**config.mk**
```make
export PLATFORM = sky130hd
export DESIGN_NAME = tdm_rx_slot_mask
export DESIGN_NICKNAME = d
export VERILOG_FILES = /design/src/rtl/tdm_rx_pkg.sv /design/src/rtl/tdm_rx_slot_counter.sv /design/src/rtl/tdm_rx_slot_gate.sv /design/src/rtl/tdm_rx_shifter.sv /design/src/rtl/tdm_rx_slot_mask.sv
export SDC_FILE = /design/constraint.sdc
export NUM_CORES = 1
export LEC_CHECK = 0
export BUFFER_PORTS_ARGS = -buffer_cell sky130_fd_sc_hd__buf_4
export CAP_MARGIN = 20
export CORE_MARGIN = 8
export CORE_UTILIZATION = 50
export CTS_CLUSTER_DIAMETER = 150
export DETAILED_ROUTE_END_ITERATION = 12
export GPL_ROUTABILITY_DRIVEN = 0
export PLACE_DENSITY = 0.81
export SYNTH_ARGS = -nofsm -noshare
export SYNTH_HDL_FRONTEND = slang
export SYNTH_SLANG_ARGS = --single-unit
```
**constraint.sdc**
```tcl
create_clock -name bclk -period 7.45 [get_ports bclk]
set_clock_uncertainty 0.2 [all_clocks]
set_input_delay 1.49 -clock bclk [delete_from_list [all_inputs] [get_ports bclk]]
set_output_delay 1.49 -clock bclk [all_outputs]
set_load 0.1 [all_outputs]
```
**src/rtl/tdm_rx_pkg.sv**
```systemverilog
package tdm_rx_pkg;

    typedef enum logic [1:0] {
        ST_IDLE = 2'd0,
        ST_HUNT = 2'd1,
        ST_TAKE = 2'd2,
        ST_SKIP = 2'd3
    } rx_state_e;

endpackage

```
**src/rtl/tdm_rx_slot_counter.sv**
```systemverilog
module tdm_rx_slot_counter #(
    parameter int BIT_W  = 5,
    parameter int SLOT_W = 5,
    parameter int WL_W   = 5,
    parameter int SC_W   = 6
) (
    input  logic              clk,
    input  logic              rst_n,
    input  logic              restart,
    input  logic              step,
    input  logic [WL_W-1:0]   wl_eff,
    input  logic [SC_W-1:0]   sc_eff,
    output logic [BIT_W-1:0]  bit_idx,
    output logic [SLOT_W-1:0] slot_idx,
    output logic              last_bit,
    output logic              last_slot
);

    // bit_idx is the index, within its slot, of the bit sampled at the coming edge
    assign last_bit  = (int'(bit_idx)  == int'(wl_eff) - 1);
    assign last_slot = (int'(slot_idx) == int'(sc_eff) - 1);

    always_ff @(posedge clk or negedge rst_n) begin
        if (!rst_n) begin
            bit_idx  <= '0;
            slot_idx <= '0;
        end else if (restart) begin
            // the sync edge itself takes bit 0 of slot 0
            bit_idx  <= BIT_W'(1);
            slot_idx <= '0;
        end else if (step) begin
            if (last_bit) begin
                bit_idx  <= '0;
                slot_idx <= slot_idx + SLOT_W'(1);
            end else begin
                bit_idx  <= bit_idx + BIT_W'(1);
            end
        end
    end

endmodule

```
**src/rtl/tdm_rx_slot_gate.sv**
```systemverilog
module tdm_rx_slot_gate #(
    parameter int MAX_SLOTS = 32,
    parameter int SLOT_W    = 5
) (
    input  logic                 clk,
    input  logic                 rst_n,
    input  logic                 load,
    input  logic                 net_mode,
    input  logic [MAX_SLOTS-1:0] mask_in,
    input  logic [SLOT_W-1:0]    next_slot,
    output logic                 accept_next,
    output logic [MAX_SLOTS-1:0] shadow_q,
    output logic                 mode_q
);

    // capture decision for the slot about to start, from the live inputs
    always_comb begin
        if (net_mode) begin
            accept_next = ~mask_in[next_slot];
        end else begin
            accept_next = (next_slot == '0);
        end
    end

    // copy held for the running slot, refreshed only at a slot boundary
    always_ff @(posedge clk or negedge rst_n) begin
        if (!rst_n) begin
            shadow_q <= '0;
            mode_q   <= 1'b0;
        end else if (load) begin
            shadow_q <= mask_in;
            mode_q   <= net_mode;
        end
    end

endmodule

```
**src/rtl/tdm_rx_shifter.sv**
```systemverilog
module tdm_rx_shifter #(
    parameter int DATA_W = 24,
    parameter int WL_W   = 5
) (
    input  logic              clk,
    input  logic              rst_n,
    input  logic              shift_en,
    input  logic              ser_in,
    input  logic [WL_W-1:0]   wl_eff,
    output logic [DATA_W-1:0] word
);

    logic [DATA_W-2:0] sh_q;
    logic [DATA_W-1:0] assembled;
    logic [DATA_W-1:0] keep_mask;
    logic [DATA_W-1:0] one_w;

    assign one_w     = DATA_W'(1);
    assign assembled = {sh_q, ser_in};
    // low wl_eff bits set; wraps to all ones when wl_eff equals DATA_W
    assign keep_mask = (one_w << wl_eff) - one_w;
    assign word      = assembled & keep_mask;

    always_ff @(posedge clk or negedge rst_n) begin
        if (!rst_n) begin
            sh_q <= '0;
        end else if (shift_en) begin
            sh_q <= assembled[DATA_W-2:0];
        end
    end

endmodule

```
**src/rtl/tdm_rx_slot_mask.sv**
```systemverilog
module tdm_rx_slot_mask #(
    parameter int DATA_W    = 24,
    parameter int MIN_WL    = 8,
    parameter int MAX_SLOTS = 32
) (
    input  logic                             bclk,
    input  logic                             rst_n,
    input  logic                             rx_en,
    input  logic                             net_mode,
    input  logic [$clog2(DATA_W+1)-1:0]      word_len,
    input  logic [$clog2(MAX_SLOTS+1)-1:0]   slot_count,
    input  logic [MAX_SLOTS-1:0]             mask_in,
    input  logic                             frame_sync,
    input  logic                             ser_in,
    output logic                             word_valid,
    output logic [DATA_W-1:0]                word_data,
    output logic [$clog2(MAX_SLOTS)-1:0]     word_slot
);
    import tdm_rx_pkg::*;

    localparam int WL_W   = $clog2(DATA_W + 1);
    localparam int SC_W   = $clog2(MAX_SLOTS + 1);
    localparam int BIT_W  = $clog2(DATA_W);
    localparam int SLOT_W = $clog2(MAX_SLOTS);

    rx_state_e           state_q;
    rx_state_e           state_d;
    logic [WL_W-1:0]     wl_eff;
    logic [SC_W-1:0]     sc_eff;
    logic [BIT_W-1:0]    bit_idx;
    logic [SLOT_W-1:0]   slot_idx;
    logic [SLOT_W-1:0]   next_slot;
    logic                last_bit;
    logic                last_slot;
    logic                active;
    logic                restart;
    logic                step;
    logic                load_slot;
    logic                accept_next;
    logic [MAX_SLOTS-1:0] shadow_q;
    logic                mode_q;
    logic [DATA_W-1:0]   word;
    logic                emit;

    // clamp the configuration into its legal range
    always_comb begin
        if (word_len < WL_W'(MIN_WL)) begin
            wl_eff = WL_W'(MIN_WL);
        end else if (word_len > WL_W'(DATA_W)) begin
            wl_eff = WL_W'(DATA_W);
        end else begin
            wl_eff = word_len;
        end
        if (slot_count == '0) begin
            sc_eff = SC_W'(1);
        end else if (slot_count > SC_W'(MAX_SLOTS)) begin
            sc_eff = SC_W'(MAX_SLOTS);
        end else begin
            sc_eff = slot_count;
        end
    end

    assign active    = (state_q == ST_TAKE) || (state_q == ST_SKIP);
    assign restart   = rx_en && frame_sync;
    assign step      = rx_en && active && !frame_sync;
    assign load_slot = restart || (step && last_bit && !last_slot);
    assign next_slot = restart ? '0 : (slot_idx + SLOT_W'(1));
    assign emit      = step && (state_q == ST_TAKE) && last_bit;

    tdm_rx_slot_counter #(
        .BIT_W  (BIT_W),
        .SLOT_W (SLOT_W),
        .WL_W   (WL_W),
        .SC_W   (SC_W)
    ) counter_i (
        .clk       (bclk),
        .rst_n     (rst_n),
        .restart   (restart),
        .step      (step),
        .wl_eff    (wl_eff),
        .sc_eff    (sc_eff),
        .bit_idx   (bit_idx),
        .slot_idx  (slot_idx),
        .last_bit  (last_bit),
        .last_slot (last_slot)
    );

    tdm_rx_slot_gate #(
        .MAX_SLOTS (MAX_SLOTS),
        .SLOT_W    (SLOT_W)
    ) gate_i (
        .clk         (bclk),
        .rst_n       (rst_n),
        .load        (load_slot),
        .net_mode    (net_mode),
        .mask_in     (mask_in),
        .next_slot   (next_slot),
        .accept_next (accept_next),
        .shadow_q    (shadow_q),
        .mode_q      (mode_q)
    );

    tdm_rx_shifter #(
        .DATA_W (DATA_W),
        .WL_W   (WL_W)
    ) shifter_i (
        .clk      (bclk),
        .rst_n    (rst_n),
        .shift_en (rx_en),
        .ser_in   (ser_in),
        .wl_eff   (wl_eff),
        .word     (word)
    );

    // next-state logic
    always_comb begin
        state_d = state_q;
        if (!rx_en) begin
            state_d = ST_IDLE;
        end else if (frame_sync) begin
            state_d = accept_next ? ST_TAKE : ST_SKIP;
        end else begin
            unique case (state_q)
                ST_IDLE: state_d = ST_HUNT;
                ST_HUNT: state_d = ST_HUNT;
                ST_TAKE,
                ST_SKIP: begin
                    if (last_bit) begin
                        if (last_slot) begin
                            state_d = ST_HUNT;
                        end else begin
                            state_d = accept_next ? ST_TAKE : ST_SKIP;
                        end
                    end
                end
                default: state_d = ST_IDLE;
            endcase
        end
    end

    // state register
    always_ff @(posedge bclk or negedge rst_n) begin
        if (!rst_n) begin
            state_q <= ST_IDLE;
        end else begin
            state_q <= state_d;
        end
    end

    // output register
    always_ff @(posedge bclk or negedge rst_n) begin
        if (!rst_n) begin
            word_valid <= 1'b0;
            word_data  <= '0;
            word_slot  <= '0;
        end else begin
            word_valid <= emit;
            if (emit) begin
                word_data <= word;
                word_slot <= slot_idx;
            end
        end
    end

endmodule

```
Yosys cells after proc, flatten, opt, wreduce, memory -nomap -nowiden
Index checks and enable logic that the tools add are counted.
{"block": "classes", "magnitude_cmp": 4, "bitwise_logic": 2, "n_addsub": 5, "n_shift": 1, "n_reduce_logical": 15, "eq_ne": 6, "mux": 20}
{"op": "equality test 6 x 32 -> 1 bit", "count": 2}
{"op": "2-to-1 mux 5 bit", "count": 9}
{"op": "AND 24 bit", "count": 1}
{"op": "left shift 1 x 5 -> 24 bit (first input constant)", "count": 1}
{"op": "subtractor 24 x 1 -> 24 bit (second input constant)", "count": 1}
{"op": "2-to-1 mux 6 bit", "count": 2}
{"op": "adder 5 x 1 -> 5 bit (second input constant)", "count": 2}
{"op": "2-to-1 mux 2 bit", "count": 4}
{"op": "subtractor 6 x 1 -> 7 bit (second input constant)", "count": 1}
{"op": "greater-than comparator 6 bit (second input constant)", "count": 1}
{"op": "zero test 6 bit", "count": 1}
{"op": "less-than comparator 5 x 6 -> 1 bit (second input constant)", "count": 1}
{"op": "subtractor 5 x 1 -> 6 bit (second input constant)", "count": 1}
{"op": "binary-select mux 1 bit (select 5 bit)", "count": 1}
{"op": "greater-than comparator 5 bit (second input constant)", "count": 1}
{"op": "logical AND 1 bit", "count": 5}
{"op": "zero test 5 bit", "count": 1}
{"op": "less-than comparator 5 x 4 -> 1 bit (second input constant)", "count": 1}
{"op": "equality test 2 bit (second input constant)", "count": 2}
{"op": "inequality test 4 bit (second input constant)", "count": 1}
{"op": "one-hot mux 2 bit (2 select lines)", "count": 1}
{"op": "nonzero test 2 bit", "count": 2}
{"op": "OR reduction 2 bit", "count": 2}
{"op": "2-to-1 mux 1 bit", "count": 3}
{"op": "other kinds (6)", "count": 6}
{"block": "word_totals", "input_bits": 49, "ff_bits": 65}

Logic depth before layout (Yosys ltp)
Gate-level depths: netlist (run 1).
{"block": "logic_depth", "word_depth": 12, "ltp_mapped": 15}

Hierarchy
A second synthesis (run 1) with hierarchy kept.
{"block": "hier_totals", "hier_cells": 450, "hier_area_um2": 5350.1}
{"mod": "tdm_rx_slot_gate", "area_each_um2": 1569.0, "cells_each": 103, "n_inst": 1, "seq_area_each_um2": 825.8}
{"mod": "tdm_rx_slot_mask", "area_each_um2": 1519.0, "cells_each": 105, "n_inst": 1, "seq_area_each_um2": 800.8}
{"mod": "tdm_rx_shifter", "area_each_um2": 1468.9, "cells_each": 144, "n_inst": 1, "seq_area_each_um2": 575.6}
{"mod": "tdm_rx_slot_counter", "area_each_um2": 793.3, "cells_each": 98, "n_inst": 1, "seq_area_each_um2": 250.2}

Worst setup path before layout (run 1)
No wires, ideal clock.
{"block": "synth_timing", "kind": "input port to flip-flop", "start": "in word_len[4]", "end": "reg word_slot[0]", "n_path_buf": 4, "t_arrival_ps": 4125, "stages": 13, "setup_slack_ps": 2999, "required_ps": 7125, "path_cell_list": "buf_4 > xor2_2 > nand2_1 > ha_1 > ha_1 > xor2_1 > nand2_1 > or4_1 > buf_2 > or4_1 > buf_2 > buf_6 > mux2_4"}
{"block": "synth_between", "elab_chain_len": 6}
{"item": "from (decl)", "line": "tdm_rx_slot_mask.sv:10", "rtl": "input logic [$clog2(DATA_W+1)-1:0] word_len,"}
{"item": "greater-than comparator 5 bit", "line": "tdm_rx_slot_mask.sv:49", "rtl": "end else if (word_len > WL_W'(DATA_W)) begin"}
{"item": "2-to-1 mux 5 bit", "line": "tdm_rx_slot_mask.sv:49"}
{"item": "2-to-1 mux 5 bit (*)", "line": "tdm_rx_slot_mask.sv:47", "rtl": "if (word_len < WL_W'(MIN_WL)) begin"}
{"item": "subtractor 5 x 1 -> 6 bit (*)", "line": "tdm_rx_slot_counter.sv:20", "rtl": "assign last_bit = (int'(bit_idx) == int'(wl_eff) - 1);"}
{"item": "equality test 6 x 32 -> 1 bit (*)", "line": "tdm_rx_slot_counter.sv:20"}
{"item": "logical AND 1 bit (*)", "line": "tdm_rx_slot_mask.sv:68", "rtl": "assign emit = step && (state_q == ST_TAKE) && last_bit;"}
{"item": "to (signal assigned)", "line": "tdm_rx_slot_mask.sv:160", "rtl": "word_slot <= slot_idx;"}
{"item": "to (decl)", "line": "tdm_rx_slot_mask.sv:17", "rtl": "output logic [$clog2(MAX_SLOTS)-1:0] word_slot"}
Every way passes the cells marked *; elsewhere a longest branch is shown, timed or not.
A chain may end at the register's enable or synchronous reset.

Worst setup path after layout (run 1)
{"block": "layout_timing", "start": "in word_len[4]", "end": "reg word_slot[3]"}
The elaborated chain is that of the path after synthesis.

==> results of run 1 <==
==> cell type report <==
cell class	count	area, um2
inverter	7	26.3
multi-input combinational	321	2140
sequential	65	1630
timing repair buffer	80	601
clock buffer	10	128
clock inverter	5	81.3
tap	102	128
fill	668	2920
==> routing by layer <==
metal	up-vias	global-route usage [%]	routed length (um)
li1	1609	-	-
met2	110	28.0	4380
met5	-	0	0
met1	1589	20.8	4000
met3	13	5.10	672
met4	0	6.51	184
==> state kept, by name, indices dropped and copies added, names as in the netlist <==
name	count
word_data	24
state_q	2
word_valid	1
counter_i.slot_idx	5
word_slot	5
shifter_i.sh_q	23
counter_i.bit_idx	5
==> cell families (layout without fill, tap and decap cells) <==
family,after synthesis,in the layout,synth area share (%)
mux,42,42,12.2
other cells,1,2,0.0957
flops,65,65,41.5
buf+inv,36,102,4.21
compound gates,87,87,14.5
fa+ha+maj,10,10,3.19
xor+xnor,28,28,6.45
simple gates,152,152,17.8
==> worst max path at each step <==
| stage | startpoint | to | slack [ns] | depth (start not counted) |
|---|---|---|---|---|
| final | word_len[4] | word_slot[3] | 2.65 | 11 |
| after global placement | word_len[4] | word_slot[0] | 2.41 | 11 |
| after floorplan | word_len[4] | word_slot[0] | 3.00 | 13 |
| after detailed placement | word_len[4] | word_slot[3] | 2.30 | 11 |
| after global routing | word_len[4] | word_slot[3] | 2.47 | 11 |
| after CTS | word_len[4] | word_slot[3] | 2.65 | 11 |
==> worst max-delay path, cell delays in order <==
cell     delay (ns)
buf_4          0.15
xor2_2         0.21
nand2_1        0.16
ha_1           0.27
ha_1           0.30
xor2_1         0.15
nand2_1        0.05
or4_1          0.55
or4_1          0.81
buf_4          0.35
mux2_4         0.32
==> stage by stage <==
step	hold slack, ns	power (mW)	instances
after floorplan	0.258	0.725	422
after global placement	0.254	0.810	575
after detailed placement	0.258	0.822	575
after CTS	0.273	1.14	590
after global routing	0.294	1.20	590
final	0.267	1.14	590
==> synth_stat cells (all sizes together) (2+ instances only) <==
| master | count | area, um2 |
|---|---|---|
| a211oi | 2 | 15.0 |
| a21o | 3 | 22.5 |
| a21oi | 18 | 90.1 |
| a22o | 4 | 35.0 |
| a22oi | 6 | 45.0 |
| a31oi | 2 | 12.5 |
| buf | 11 | 71.3 |
| clkbuf | 18 | 67.6 |
| dfrtp | 65 | 1630 |
| ha | 10 | 125 |
| inv | 7 | 26.3 |
| mux2 | 33 | 387 |
| mux2i | 9 | 90.1 |
| nand2 | 69 | 259 |
| nand2b | 4 | 25.0 |
| nand3 | 16 | 80.1 |
| nand3b | 3 | 22.5 |
| nand4 | 4 | 25.0 |
| nor2 | 24 | 90.1 |
| nor2b | 11 | 68.8 |
| nor3 | 7 | 35.0 |
| nor4 | 4 | 25.0 |
| o211ai | 4 | 30.0 |
| o21ai | 27 | 135 |
| o21bai | 2 | 15.0 |
| o221ai | 5 | 43.8 |
| o22ai | 2 | 12.5 |
| o311a | 3 | 30.0 |
| or3 | 3 | 18.8 |
| or4 | 3 | 22.5 |
| xnor2 | 12 | 105 |
| xor2 | 16 | 148 |
==> power groups by stage <==
stage | Combinational, mW | Clock (mW) | Sequential [mW]
2_1_floorplan | 0.171 | 0 | 0.555
4_1_cts | 0.332 | 0.324 | 0.487
5_1_grt | 0.359 | 0.340 | 0.497
6_report | 0.331 | 0.318 | 0.487
3_3_place_gp | 0.322 | 0 | 0.488
3_5_place_dp | 0.330 | 0 | 0.492
==> qor.csv, run 1 <==
metric,value,unit
outcome,"complete, no violations",
grt_pass1_wl,15700,um
critPathMaxFanout,23,
drc,0,
rsz0062_at_grt,no,
coreArea,7650,um2
pre_cts_ws,2.30,ns
ys_async_sr_fraction,100,%
critPathArrivalTime,4.82,ns
pwr-share-seq,42.9,%
clkPwrFrac,28.0,%
grt_overflow,0,
ios,79,
via_per_inst,5.63,
first_pass_iters,5,
initial_core_util,51.2,%
holdCritPathClass,register to register,
cts_buffers,9,
dpl_cell_area,4520,um2
cts_setup_buffers,0,
mappedNetlistArea,3920,um2
wirelength,9240,um
crit_required,7.47,ns
final_util,61.8,%
reg2reg_depth,7,
reg2reg_to,state_q[0],
vias,3321,
worstHoldStart,word_data[7],
rrSetupSlack,4.31,ns
ir_worst_vdd,0.0954,mV
first_iter_violations,149,
track_usage,17.1,%
drv_cap,0,
die_h,105,um
final_common_cell,buf_4,
rows,32,
final.setup.worst_slack,2.65,ns
combPwrFrac,29.1,%
diodes,0,
crit_type,primary input to register,
worstMarginPinSlew,1.05,ns
design.die.area,10900,um2
p_switching,395,uW
final_cell_mix,"80 x buf_4, 69 x nand2_1, 65 x dfrtp_1",
drive_gt1_share,26.8,%
dpl.hpwl,6770,um
yosysSeqAreaShare,41.5,%
pwr_density_cell,240,nW/um2
num-nets-final,543,
grt_max_degree,66,
relSlewSlack,30.2,%
cts_sinks,65,
ant_nets,0,
max_freq,208,MHz
slew_viol_final,0,
cts_resized,0,
grt_pass1_vias,3264,
fin_crit_sh,64.4,%
p_int,741,uW
whs_endpoint,word_data[7],
start_kind,primary input,
setup_violations,0,
clk_path_buf_depth,2,
holdPathStages,2,
crit_path_end_kind,register,
ys_types,51,
worstSkewPairLatency,0.34,ns
clock-root-buffer,clkbuf_8,
ys.flop_type,dfrtp_1,
leakage,2.23,nW
fin_area,4730,um2
yosys_warnings,0,
ctsHoldBuffers,0,
netlist_instances,421,
portBuffers,78,
switching_share,34.8,%
clk_pin_slew,0.07,ns
cts_tree,yes,
syn_to_final_growth,20.6,%
synth-edff-count,0,
final-hold-violation-count,0,
wire_per_inst,15.7,um
antenna_found_initial,0,
tns,0,ns
die_w,105,um
synth_area_per_cell,9.31,um2
ys_seq_elements,65,
htreeDepth,3,
period_needed,4.80,ns
reg2reg_from,counter_i.slot_idx[0],
Power figures use the tool's default switching activity.
==> run 2, diff against run 1 <==
==> constraint.sdc (replaced) <==
create_clock -name bclk -period 4.5 [get_ports bclk]
set_clock_uncertainty 0.2 [all_clocks]
set_input_delay 0.9 -clock bclk [delete_from_list [all_inputs] [get_ports bclk]]
set_output_delay 0.9 -clock bclk [all_outputs]
set_load 0.1 [all_outputs]
==> qor.csv, run 2 (same netlist as run 1, synthesis figures left out) <==
metric,value,unit,change
crit_type,primary input to register,,
drc,0,,unchanged
worstMarginPinSlew,1.03,ns,-0.0185 ns
diodes,0,,unchanged
crit_buf_inv,2,,unchanged
wire_per_inst,15.7,um,+0.38%
max_freq,277,MHz,
antenna_found_initial,0,,unchanged
grt_max_degree,66,,unchanged
via_per_inst,5.63,,about the same
cts_tree,yes,,
final_cell_mix,"85 x buf_4, 69 x nand2_1, 65 x dfrtp_1",,
final-hold-violation-count,0,,unchanged
vias,3349,,+0.84%
reg_top3,"word_data x24, shifter_i.sh_q x23",,
ant_nets,0,,unchanged
syn_to_final_growth,21.2,%,
clk_pin_slew,0.07,ns,about the same
fin_crit_sh,80.3,%,
largest_register_ffs,24,,unchanged
top_register,word_data,,
portBuffers,78,,unchanged
holdCritPathClass,register to register,,
initial_core_util,51.2,%,unchanged
track_usage,17.5,%,+0.45 points
drive_gt1_share,27.6,%,+0.74 points
ios,79,,unchanged
p_switching,660,uW,+67%
path_delay_family,simple AND/OR/NAND/NOR gates,,
grt_pass1_vias,3421,,+4.8%
layout.cells.non_filler,595,,+0.85%
path_cells,buf_4 -> xor2_2 -> nand2_1 -> ha_1 -> ha_1 -> xor2_1 -> nand2_1 -> or4_1 -> or4_1 -> buf_4 -> nor4_1 -> a21o_1,,
slowest_stage,or4_1,,
reg2reg_depth,7,,unchanged
outcome,"complete, no violations",,
clk_path_buf_depth,2,,unchanged
worstSkewPairLatency,0.34,ns,about the same
drv_cap,0,,unchanged
critPathMaxFanout,41,,+78%
p_int,1.19,mW,+61%
grt_pass1_wl,16100,um,+2.4%
setup_violations,0,,unchanged
tns,0,ns,unchanged
leakage,2.25,nW,+0.65%
clock-root-buffer,clkbuf_8,,
combPwrFrac,29.9,%,+0.8 points
switching_share,35.7,%,+0.92 points
slowest_delay,0.41,ns,-0.40 ns
cts_sinks,65,,unchanged
dpl.hpwl,6870,um,+1.5%
critPathArrivalTime,3.70,ns,-1.12 ns
ir_worst_vdd,0.162,mV,+70%
coreArea,7650,um2,unchanged
clkPwrFrac,26.5,%,-1.5 points
design.die.area,10900,um2,unchanged
final.setup.worst_slack,0.885,ns,-1.77 ns
dp_cells,580,,+0.87%
slew_viol_final,0,,unchanged
fillers,639,,-4.3%
relSlewSlack,31.5,%,+1.2 points
cts_buffers,9,,unchanged
rows,32,,unchanged
wirelength,9350,um,+1.2%
worst-path-stages,12,,+1
grt_overflow,0,,unchanged
die_w,105,um,unchanged
num-nets-final,548,,+0.92%
rsz0062_at_grt,no,,
pwr-share-seq,43.6,%,+0.7 points
ctsHoldBuffers,0,,unchanged
cts_resized,0,,unchanged
die_h,105,um,unchanged
final_common_cell,buf_4,,
period_needed,3.62,ns,
start_kind,primary input,,
first_pass_iters,5,,unchanged
crit_path_end_kind,register,,
htreeDepth,3,,unchanged
crit_required,4.58,ns,-2.89 ns
cts_setup_buffers,0,,unchanged
pwr_density_cell,390,nW/um2,+62%
holdPathStages,2,,unchanged
pre_cts_ws,0.532,ns,-1.76 ns
first_iter_violations,129,,-13%
run 2: cell count changes in the layout (fill, tap and decap cells not counted), sizes merged:
cell | before | now
clkinv | 2 | 1
clkinvlp | 1 | 2
clkbuf | 10 | 11
bufinv | 2 | 1
buf | 80 | 85
run 2: worst register-to-register path, delay by kind of cell, from the launching register on:
kind / cells / cell delay [ns]
compound gates: 5 / 1.00
simple gates: 1 / 0.27
flops: 1 / 1.02
fa+ha+maj: 1 / 0.53
run 2: final timing paths:
| check | startpoint | to | slack, ns |
|---|---|---|---|
| min reg2reg | word_data[1] | word_data[1] | 0.27 |
| max | word_len[4] | word_data[18] | 0.88 |
| max in group asynchronous | rst_n | counter_i.slot_idx[4] | 3.15 |
| max reg2reg | counter_i.slot_idx[0] | state_q[0] | 1.38 |
| min in group asynchronous | rst_n | shifter_i.sh_q[11] | 0.43 |
| min | word_data[1] | word_data[1] | 0.27 |
run 2: layout make-up:
class,count,area (um2),area share (%)
repair buffers,85,638,13.4
clock inverters,4,53.8,1.13
inverters,7,26.3,0.553
multi-input cells,321,2140,45.0
flip-flops and latches,65,1630,34.2
well taps,102,128,2.69
clock buffers,11,141,2.98
run 2: per-layer routing:
layer  vias up  global-route usage, %  routed length (um)
li1       1613                      -                   -
met1      1594                   20.2                3790
met2       124                   30.1                4720
met3        18                   4.85                 644
met4         0                   7.34                 193
met5         -                      0                   0
run 2: through the flow:
step	hold slack [ns]	power [mW]	utilization (%)	cell area, um2
6_report	0.266	1.85	62.1	4750
5_1_grt	0.309	1.95	62.1	4750
4_1_cts	0.272	1.86	62.1	4750
3_5_place_dp	0.257	1.37	59.6	4560
3_3_place_gp	0.253	1.35	59.6	4560
2_1_floorplan	0.258	1.20	-	3920
run 2: power groups by stage:
| stage | combinational (mW) | sequential (mW) | clock [mW] |
|---|---|---|---|
| CTS | 0.554 | 0.806 | 0.498 |
| detailed placement | 0.551 | 0.815 | 0 |
| floorplan | 0.283 | 0.918 | 0 |
| global placement | 0.537 | 0.809 | 0 |
| finish | 0.553 | 0.808 | 0.490 |
| global route | 0.597 | 0.825 | 0.524 |
